==> src/rtl/swap_write_pkg.sv <==
package swap_write_pkg;
  typedef enum logic [1:0] {PH_HEAD = 2'd0, PH_PROG = 2'd1, PH_TAIL = 2'd2} phase_e;
  typedef enum logic [1:0] {ST_OK = 2'd0, ST_RANGE = 2'd1, ST_FAIL = 2'd2} status_e;

  typedef struct packed {
    logic capture;
    logic takeSwap;
    logic step;
    logic setRange;
    logic setFail;
  } strobe_t;
endpackage

==> src/rtl/swap_write_dp.sv <==
module swap_write_dp
  import swap_write_pkg::*;
#(
  parameter int PAGES = 64,
  parameter int BLK_W = 10
) (
  input  logic                         clk,
  input  logic                         rstN,
  input  strobe_t                      stb,
  input  logic [$clog2(PAGES):0]       startPage,
  input  logic [$clog2(PAGES):0]       endPage,
  input  logic [BLK_W-1:0]             logBlock,
  input  logic [BLK_W-1:0]             origBlock,
  input  logic [BLK_W-1:0]             allocBlock,
  output logic                         rangeBad,
  output logic                         allDone,
  output logic                         isProg,
  output logic [$clog2(PAGES)-1:0]     pageCnt,
  output logic [BLK_W-1:0]             srcBlk,
  output logic [BLK_W-1:0]             swapBlk,
  output logic [BLK_W-1:0]             logBlk,
  output logic [1:0]                   status
);
  localparam int PAGE_W = $clog2(PAGES);
  localparam int IDX_W  = PAGE_W + 1;
  localparam logic [PAGE_W-1:0] LAST = PAGE_W'(PAGES - 1);

  logic [PAGE_W-1:0] startR, endR;
  phase_e phase;
  logic phaseDone;

  assign rangeBad = (startPage >= IDX_W'(PAGES)) || (endPage >= IDX_W'(PAGES)) ||
                    (startPage > endPage);

  always_comb begin
    unique case (phase)
      PH_HEAD: phaseDone = (pageCnt == PAGE_W'(startR - 1'b1));
      PH_PROG: phaseDone = (pageCnt == endR);
      default: phaseDone = (pageCnt == LAST);
    endcase
  end

  assign allDone = phaseDone && ((phase == PH_TAIL) || (phase == PH_PROG && endR == LAST));
  assign isProg  = (phase == PH_PROG);

  always_ff @(posedge clk) begin
    if (!rstN) begin
      startR  <= '0;
      endR    <= '0;
      pageCnt <= '0;
      phase   <= PH_HEAD;
      srcBlk  <= '0;
      swapBlk <= '0;
      logBlk  <= '0;
      status  <= ST_OK;
    end else begin
      if (stb.capture) begin
        startR <= startPage[PAGE_W-1:0];
        endR   <= endPage[PAGE_W-1:0];
        srcBlk <= origBlock;
        logBlk <= logBlock;
        status <= ST_OK;
      end
      if (stb.takeSwap) begin
        swapBlk <= allocBlock;
        pageCnt <= '0;
        phase   <= (startR != '0) ? PH_HEAD : PH_PROG;
      end
      if (stb.step) begin
        if (!phaseDone) begin
          pageCnt <= pageCnt + 1'b1;
        end else if (phase == PH_HEAD) begin
          phase   <= PH_PROG;
          pageCnt <= startR;
        end else begin
          phase   <= PH_TAIL;
          pageCnt <= endR + 1'b1;
        end
      end
      if (stb.setRange) status <= ST_RANGE;
      if (stb.setFail)  status <= ST_FAIL;
    end
  end
endmodule

==> src/rtl/swap_write_ctrl.sv <==
module swap_write_ctrl
  import swap_write_pkg::*;
(
  input  logic    clk,
  input  logic    rstN,
  input  logic    startValid,
  input  logic    rangeBad,
  input  logic    allocGrant,
  input  logic    cmdReady,
  input  logic    rspValid,
  input  logic    rspFail,
  input  logic    allDone,
  output strobe_t stb,
  output logic    busy,
  output logic    allocReq,
  output logic    cmdValid,
  output logic    remapValid,
  output logic    markBadValid,
  output logic    doneValid
);
  typedef enum logic [2:0] {
    S_IDLE, S_ALLOC, S_ISSUE, S_WAIT, S_REMAP, S_BAD, S_DONE
  } state_e;

  state_e state, nxt;

  always_ff @(posedge clk) begin
    if (!rstN) state <= S_IDLE;
    else       state <= nxt;
  end

  always_comb begin
    nxt          = state;
    stb          = '0;
    allocReq     = 1'b0;
    cmdValid     = 1'b0;
    remapValid   = 1'b0;
    markBadValid = 1'b0;
    doneValid    = 1'b0;
    unique case (state)
      S_IDLE: if (startValid) begin
        stb.capture = 1'b1;
        if (rangeBad) begin
          stb.setRange = 1'b1;
          nxt = S_DONE;
        end else begin
          nxt = S_ALLOC;
        end
      end
      S_ALLOC: begin
        allocReq = 1'b1;
        if (allocGrant) begin
          stb.takeSwap = 1'b1;
          nxt = S_ISSUE;
        end
      end
      S_ISSUE: begin
        cmdValid = 1'b1;
        if (cmdReady) nxt = S_WAIT;
      end
      S_WAIT: if (rspValid) begin
        if (rspFail) nxt = S_BAD;
        else if (allDone) nxt = S_REMAP;
        else begin
          stb.step = 1'b1;
          nxt = S_ISSUE;
        end
      end
      S_REMAP: begin
        remapValid = 1'b1;
        nxt = S_DONE;
      end
      S_BAD: begin
        markBadValid = 1'b1;
        stb.setFail  = 1'b1;
        nxt = S_DONE;
      end
      default: begin
        doneValid = 1'b1;
        nxt = S_IDLE;
      end
    endcase
  end

  assign busy = (state != S_IDLE);
endmodule

==> src/rtl/swap_write_seq.sv <==
module swap_write_seq
  import swap_write_pkg::*;
#(
  parameter int PAGES = 64,
  parameter int BLK_W = 10
) (
  input  logic                     clk,
  input  logic                     rstN,
  input  logic                     startValid,
  input  logic [$clog2(PAGES):0]   startPage,
  input  logic [$clog2(PAGES):0]   endPage,
  input  logic [BLK_W-1:0]         logBlock,
  input  logic [BLK_W-1:0]         origBlock,
  output logic                     busy,
  output logic                     allocReq,
  input  logic                     allocGrant,
  input  logic [BLK_W-1:0]         allocBlock,
  output logic                     cmdValid,
  input  logic                     cmdReady,
  output logic                     cmdProgram,
  output logic [$clog2(PAGES)-1:0] cmdPage,
  output logic [BLK_W-1:0]         cmdSrcBlock,
  output logic [BLK_W-1:0]         cmdDstBlock,
  input  logic                     rspValid,
  input  logic                     rspFail,
  output logic                     remapValid,
  output logic [BLK_W-1:0]         remapLogBlock,
  output logic [BLK_W-1:0]         remapPhysBlock,
  output logic                     markBadValid,
  output logic [BLK_W-1:0]         markBadBlock,
  output logic                     doneValid,
  output logic [1:0]               doneStatus
);
  strobe_t stb;
  logic rangeBad, allDone, isProg;
  logic [BLK_W-1:0] swapBlk, srcBlk, logBlk;
  logic [1:0] status;

  swap_write_ctrl u_ctrl (
    .clk(clk), .rstN(rstN), .startValid(startValid), .rangeBad(rangeBad),
    .allocGrant(allocGrant), .cmdReady(cmdReady), .rspValid(rspValid),
    .rspFail(rspFail), .allDone(allDone), .stb(stb), .busy(busy),
    .allocReq(allocReq), .cmdValid(cmdValid), .remapValid(remapValid),
    .markBadValid(markBadValid), .doneValid(doneValid)
  );

  swap_write_dp #(.PAGES(PAGES), .BLK_W(BLK_W)) u_dp (
    .clk(clk), .rstN(rstN), .stb(stb), .startPage(startPage), .endPage(endPage),
    .logBlock(logBlock), .origBlock(origBlock), .allocBlock(allocBlock),
    .rangeBad(rangeBad), .allDone(allDone), .isProg(isProg), .pageCnt(cmdPage),
    .srcBlk(srcBlk), .swapBlk(swapBlk), .logBlk(logBlk), .status(status)
  );

  assign cmdProgram     = isProg;
  assign cmdSrcBlock    = srcBlk;
  assign cmdDstBlock    = swapBlk;
  assign remapLogBlock  = logBlk;
  assign remapPhysBlock = swapBlk;
  assign markBadBlock   = swapBlk;
  assign doneStatus     = status;
endmodule

==> config.mk <==
export PLATFORM = sky130hd
export DESIGN_NAME = swap_write_seq
export DESIGN_NICKNAME = d
export VERILOG_FILES = /design/src/rtl/swap_write_pkg.sv /design/src/rtl/swap_write_dp.sv /design/src/rtl/swap_write_ctrl.sv /design/src/rtl/swap_write_seq.sv
export SDC_FILE = /design/constraint.sdc
export NUM_CORES = 1
export LEC_CHECK = 0
export BUFFER_PORTS_ARGS = -buffer_cell sky130_fd_sc_hd__buf_2
export CAP_MARGIN = 10
export CORE_MARGIN = 2
export CORE_UTILIZATION = 50
export DETAILED_ROUTE_END_ITERATION = 8
export PLACE_DENSITY = 0.8
export RECOVER_POWER = 100
export SKIP_LAST_GASP = 1
export SYNTH_ARGS = -nofsm -noshare
export SYNTH_HDL_FRONTEND = slang
export SYNTH_SLANG_ARGS = --single-unit
==> constraint.sdc <==
create_clock -name clk -period 3.1 [get_ports clk]
set_input_delay 0 -clock clk [delete_from_list [all_inputs] [get_ports clk]]
set_output_delay 0 -clock clk [all_outputs]
set_load 0.05 [all_outputs]
# --- After elaboration in Yosys (flattened, before gate mapping) ---
# Cells that the tools add are included.
word_totals:
  ff_bits: 55
  in_bits: 51
  out_inout_bits: 65
  word_cells: 85
op_classes:
  add_sub_neg: 3
  magnitude_cmp: 3
  n_eq_ne: 15
  muxes: 37
  n_bitwise: 1
  n_reduce_logical: 16
ops:
  columns: ["op", "n"]
  rows:
  - ["6-bit two-way mux", 4]
  - ["3-bit two-way mux", 7]
  - ["1-bit two-way mux", 17]
  - ["3-bit case mux with 5 select lines", 1]
  - ["7-bit >= comparator (second input constant)", 2]
  - ["2-bit two-way mux", 7]
  - ["6-bit by 1-bit adder with 6-bit output (second input constant)", 2]
  - ["6-bit == test", 2]
  - ["6-bit == test (second input constant)", 2]
  - ["2-bit inequality test (second input constant)", 4]
  - ["7-bit greater-than comparator", 1]
  - ["3-bit by 2-bit == test with 1-bit output (second input constant)", 2]
  - ["3-bit == test (second input constant)", 2]
  - ["3-bit nonzero test", 2]
  - ["6-bit nonzero test", 1]
  - ["6-bit OR reduction", 1]
  - ["6-bit by 1-bit subtractor with 6-bit output (second input constant)", 1]
  - ["4-bit AND reduction", 1]
  - ["2-bit nonzero test", 2]
  - ["2-bit OR reduction", 2]
  - ["3-bit by 1-bit == test with 1-bit output (second input constant)", 1]
  - ["3-bit logical NOT", 1]
  - ["1-bit logical OR", 3]
  - ["2-bit by 1-bit == test with 1-bit output (second input constant)", 1]
  - ["5 further kinds", 6]

# --- Logic depth before layout (Yosys ltp) ---
depth:
  depth_word: 9
  ltp_mapped: 11
  depth_no_buf: 10

# --- Hierarchy ---
# From an unflattened synthesis, not the netlist that was laid out.
unflattened:
  cells_unflattened: 363
  area_unflattened_um2: 3334.4
by_module_without_submodules:
  columns: ["module", "instances", "cells_each", "area_each_um2", "seq_area_each_um2"]
  rows:
  - ["swap_write_dp", 1, 299, 2831.5, 1041.0]
  - ["swap_write_ctrl", 1, 44, 352.8, 60.1]
  - ["swap_write_seq", 1, 20, 150.1, 0.0]

# --- Worst setup path after synthesis ---
# OpenSTA, ideal clock, no wires.
synth_path:
  kind: "register -> register"
  startpoint: "register u_ctrl.state[0]"
  endpoint: "register u_dp.pageCnt[2]"
  setup_ps: 120
  t_arrival_ps: 2711
  required_time_ps: 2980
  slack_ps: 269
  path_stages_with_launch: 9
  n_path_buf: 1
  synth_period_minus_slack_ps: 2831
  path_cell_list: "dfxtp_1 clkbuf_1 inv_1 nor3_1 nand2_1 nand3_1 or3_1 nor2_2 a211o_1"
synth_via:
  elab_chain_cells: 3
  elab_cells_between_ends: 6
  cone_classes: "eq/ne (2); mux (3); reduce/logical (1)"
synth_lines:
  columns: ["element", "line", "rtl"]
  rows:
  - ["start, declared", "swap_write_ctrl.sv:25", "state_e state, nxt;"]
  - ["start signal, assigned", "swap_write_ctrl.sv:29", "else state <= nxt;"]
  - ["3-bit by 2-bit == test with 1-bit output / 3-bit by 1-bit == test with 1-bit output (equally long branches)", "swap_write_ctrl.sv:40", "unique case (state)"]
  - ["1-bit two-way mux", "swap_write_ctrl.sv:40", null]
  - ["6-bit two-way mux / 2-bit nonzero test (equally long branches)", null, null]
  - ["end signal, assigned", "swap_write_dp.sv:71", "pageCnt <= pageCnt + 1'b1;"]
  - ["end signal, assigned", "swap_write_dp.sv:74", "pageCnt <= startR;"]
  - ["end signal, assigned", "swap_write_dp.sv:77", "pageCnt <= endR + 1'b1;"]
  - ["end, declared", "swap_write_dp.sv:18", "output logic [$clog2(PAGES)-1:0] pageCnt,"]
# Parallel ways exist; a longest one is shown, timed or not.
# A chain may end at the register's enable or synchronous reset.

# --- Final worst setup path ---
layout_path:
  startpoint: "register u_dp.startR[0]"
  endpoint: "register u_dp.pageCnt[5]"
layout_via:
  elab_chain_cells: 9
  elab_cells_between_ends: 11
  cone_classes: "add/sub (1); eq/ne (1); mux (7); reduce/logical (2)"
layout_lines:
  columns: ["element", "line", "rtl"]
  rows:
  - ["start, declared", "swap_write_dp.sv:28", "logic [PAGE_W-1:0] startR, endR;"]
  - ["start signal, assigned", "swap_write_dp.sv:58", "startR <= startPage[PAGE_W-1:0];"]
  - ["6-bit by 1-bit subtractor with 6-bit output (*)", "swap_write_dp.sv:37", "PH_HEAD: phaseDone = (pageCnt == PAGE_W'(startR - 1'b1));"]
  - ["6-bit == test (*)", "swap_write_dp.sv:37", null]
  - ["1-bit case mux with 2 select lines (*)", "swap_write_dp.sv:36", "unique case (phase)"]
  - ["1-bit logical AND", "swap_write_dp.sv:43", "assign allDone = phaseDone && ((phase == PH_TAIL) || (phase == PH_PROG && endR == LAST));"]
  - ["1-bit two-way mux", "swap_write_ctrl.sv:63", "else if (allDone) nxt = S_REMAP;"]
  - ["1-bit two-way mux", "swap_write_ctrl.sv:62", "if (rspFail) nxt = S_BAD;"]
  - ["1-bit two-way mux", "swap_write_ctrl.sv:61", "S_WAIT: if (rspValid) begin"]
  - ["1-bit two-way mux", "swap_write_ctrl.sv:40", null]
  - ["6-bit two-way mux / 2-bit nonzero test (equally long branches)", null, null]
# Every way passes the cells marked *; elsewhere a longest branch is shown, timed or not.

==> qor.csv <==
stage,metric,value,unit
run_status,status,finished clean,
yosys,synth_top_area_frac,0.350,
timing,timing.final.ws_setup,0.364,ns
power_and_ir_drop,p_leak,1.61,nW
worst_setup_path,worstSetupStartpointType,flip-flop,
layout,drive_above_1_share,0.136,
yosys,syn-cell-area,0.00315,mm^2
timing,slew-limit-headroom,0.0309,
clock_network,htree_levels,2,
yosys,synth_flop_cell,dfxtp_1,
route,drtPass1Iterations,4,
global_route,grt.overflow.total,0,
timing,tns,0,ns
power_and_ir_drop,power_frac_clock,0.167,
placement,pre_cts_ws,0.394,ns
die,ios,116,
layout,multi_input_area,0.00172,mm^2
worst_setup_path,cp.required,3.31,ns
timing,rsz0062_at_grt,no,
global_route,antenna_found_initial,0,
yosys,yosys-top-cells-area,"dfxtp_1 (35%), nand2_1 (13%), a21oi_1 (7.9%), buf_4 (4.8%), ha_1 (4.4%)",
timing,maxSlewViolCount,0,
route,vias,3330,
route,wl_per_cell,14.1,um
power_and_ir_drop,p_int,0.00151,W
die,start_util,0.526,
layout,fill_cells,525,
timing,finClkSkew,0.0127,ns
route,drtIter0Drc,175,
global_route,grt_max_degree,51,
global_route,grt_pass1_vias,3180,
die,die_x,83.4,um
yosys,synthArstFlopShare,0,
timing,finalSetupViolCount,0,
power_and_ir_drop,power_frac_seq,0.341,
power_and_ir_drop,comb_power_share,0.492,
global_route,grt_pass1_wl,14.9,mm
clock_network,root_buffer,clkbuf_8,
die,die_area,0.00695,mm^2
timing,fin_crit,2.74,ns
layout,final_core_util,0.676,
timing,whs,0.0227,ns
global_route,grtUsageTotal,0.252,
timing,tightest_slew,1.45,ns
yosys,syn_inst,416,
yosys,yosysSeqAreaShare,0.350,
yosys,yosys.area.top_type,dfxtp_1,
worst_setup_path,crit_fanout,12,
route,antenna_left,0,
yosys,ys_warn_count,0,
worst_setup_path,r2r_cells,10,
flow_run,drv_cap,0,
yosys,synth_seq_cells,55,
die,coreArea,0.00599,mm^2
layout,seqCellArea,0.00110,mm^2
clock_network,cts_buffers,5,
clock_network,clk_latency,0.31,ns
clock_network,post_cts_buffers,0,
clock_network,clk_pin_slew,0.11,ns
timing,finalCritPeriodShare,0.883,
yosys,synth_cell_types,51,
layout,syn2layout_area_growth,28.7,%
placement,place_congestion,0.942,
timing,finalHoldViolCount,0,
layout,num-nets-final,604,
yosys,synth_edf_count,0,
placement,place.port_buffers,115,
worst_setup_path,critPathCaptureType,flip-flop,
hold_path,min_path_cells,4,
clock_network,clock_path_buffers,2,
yosys,synth.net_count,478,
yosys,avgSynthCellArea,7.57,um^2
power_and_ir_drop,p_sw,0.00143,W
power_and_ir_drop,power,0.00294,W
die,die_h,83.4,um
layout,n_antenna_cell,0,
die,rows,28,
route,wl,8.68,mm
route,drc,0,
route,vias_per_cell,5.39,
power_and_ir_drop,ir_worst_vdd,0.537,mV
timing,fmax,365,MHz
clock_network,tritoncts,done,
placement,place_hpwl,5.77,mm
worst_setup_path,criticalPathCategory,flip-flop to flip-flop,
hold_path,min-delay-path-class,primary input to flip-flop,
clock_network,cts.sinks,55,
power_and_ir_drop,power.density,724,mW/mm^2
power_and_ir_drop,switching_share,0.487,
worst_setup_path,crit_arrival,2.94,ns
kinds of logic after synthesis:
family / Yosys count / synth area share
AOI/OAI and AO/OA: 89 / 0.174
xor gates and xnor gates: 12 / 0.0377
adders and majority gates: 11 / 0.0437
buffers and inverters: 62 / 0.106
DFF: 55 / 0.350
muxes: 10 / 0.0334
and+or+nand+nor: 177 / 0.255
path summary, 6_finish.rpt:
| kind | endpoint | slack, ns | from |
|---|---|---|---|
| max | u_dp.pageCnt[5] | 0.36 | u_dp.startR[0] |
| min | u_ctrl.state[0] | 0.02 | rspValid |
| max reg2reg | u_dp.pageCnt[5] | 0.36 | u_dp.startR[0] |
| min reg2reg | u_dp.logBlk[8] | 0.46 | u_dp.logBlk[8] |
layout make-up:
class | instances | share of cell area
tap | 75 | 0.0232
inverter | 18 | 0.0167
clock buffer | 5 | 0.0170
multi-input combinational | 299 | 0.423
timing repair buffer | 163 | 0.237
clock inverter | 3 | 0.0114
sequential | 55 | 0.272
registers in the layout, summed over array words and instances, names as in the netlist:
name	cells
u_dp.pageCnt	6
u_dp.logBlk	10
u_dp.srcBlk	10
u_ctrl.state	3
u_dp.phase	2
u_dp.swapBlk	10
u_dp.endR	6
u_dp.status	2
u_dp.startR	6
timing repair:
| action | in CTS | in global routing |
|---|---|---|
| setup endpoints to repair | 0 | 0 |
| hold buffers | 44 | 0 |
| endpoints found under the hold margin | 44 | 0 |
| resized for setup | 0 | 0 |
cell usage in the layout (no fill, tap or decap), types with 5 or more instances in the layout:
| master | n |
|---|---|
| o21ai_0 | 10 |
| buf_2 | 49 |
| ha_1 | 11 |
| nor2b_1 | 6 |
| nand2_1 | 106 |
| xor2_1 | 7 |
| mux2i_1 | 6 |
| dfxtp_1 | 55 |
| dlygate4sd3_1 | 44 |
| nor2_1 | 13 |
| nand3_1 | 14 |
| a211oi_1 | 5 |
| a21oi_1 | 50 |
| clkbuf_8 | 5 |
| clkbuf_1 | 67 |
| nor3_1 | 7 |
| inv_1 | 18 |
metal layers:
metal | up-vias | wire [um] | global-route usage
li1 | 1630 | - | -
met4 | 0 | 261 | 0.0849
met1 | 1554 | 3540 | 0.310
met3 | 25 | 567 | 0.0547
met2 | 121 | 4310 | 0.435
met5 | - | 0 | 0
through the flow:
| stage | instance area (um^2) | std cells |
|---|---|---|
| floorplan | 3150 | 416 |
| global placement | 3580 | 566 |
| detailed placement | 3580 | 566 |
| CTS | 4140 | 618 |
| global route | 4050 | 618 |
| finish | 4050 | 618 |
critical path: stages, from the launching register on:
cell and delay [ns]:
dfxtp_1 0.39, inv_1 0.12, ha_1 0.19, nor3b_1 0.37, xor2_1 0.17, mux2i_1 0.09
mux2i_1 0.15, o31a_2 0.40, nor2_4 0.31, o21ai_0 0.15, a211o_1 0.30
synthesized netlist by cell type, types with 3 or more instances:
| cell | count |
|---|---|
| and2_1 | 4 |
| and3_1 | 4 |
| o31a_2 | 3 |
| a211o_1 | 3 |
| a211oi_1 | 5 |
| nor2_1 | 13 |
| a21oi_1 | 50 |
| o211ai_1 | 3 |
| buf_2 | 3 |
| clkbuf_1 | 18 |
| ha_1 | 11 |
| buf_4 | 20 |
| mux2_2 | 4 |
| nor3_1 | 7 |
| xor2_1 | 7 |
| xnor2_1 | 4 |
| nor4_1 | 4 |
| o21ai_0 | 9 |
| dfxtp_1 | 55 |
| o31ai_1 | 4 |
| inv_1 | 18 |
| nand2b_1 | 3 |
| mux2i_1 | 6 |
| nand3_1 | 14 |
| nor2b_1 | 6 |
| nand2_1 | 106 |
| or3_1 | 4 |
power groups by stage:
stage | combinational, W | clock (W) | sequential [W]
4_1_cts | 0.00148 | 0.000502 | 0.000991
6_report | 0.00144 | 0.000490 | 0.00100
3_3_place_gp | 0.00141 | 0 | 0.000997
5_1_grt | 0.00158 | 0.000525 | 0.00102
3_5_place_dp | 0.00143 | 0 | 0.00101
2_1_floorplan | 0.000954 | 0 | 0.00119
No activity file was read; power rests on OpenSTA's default activity.
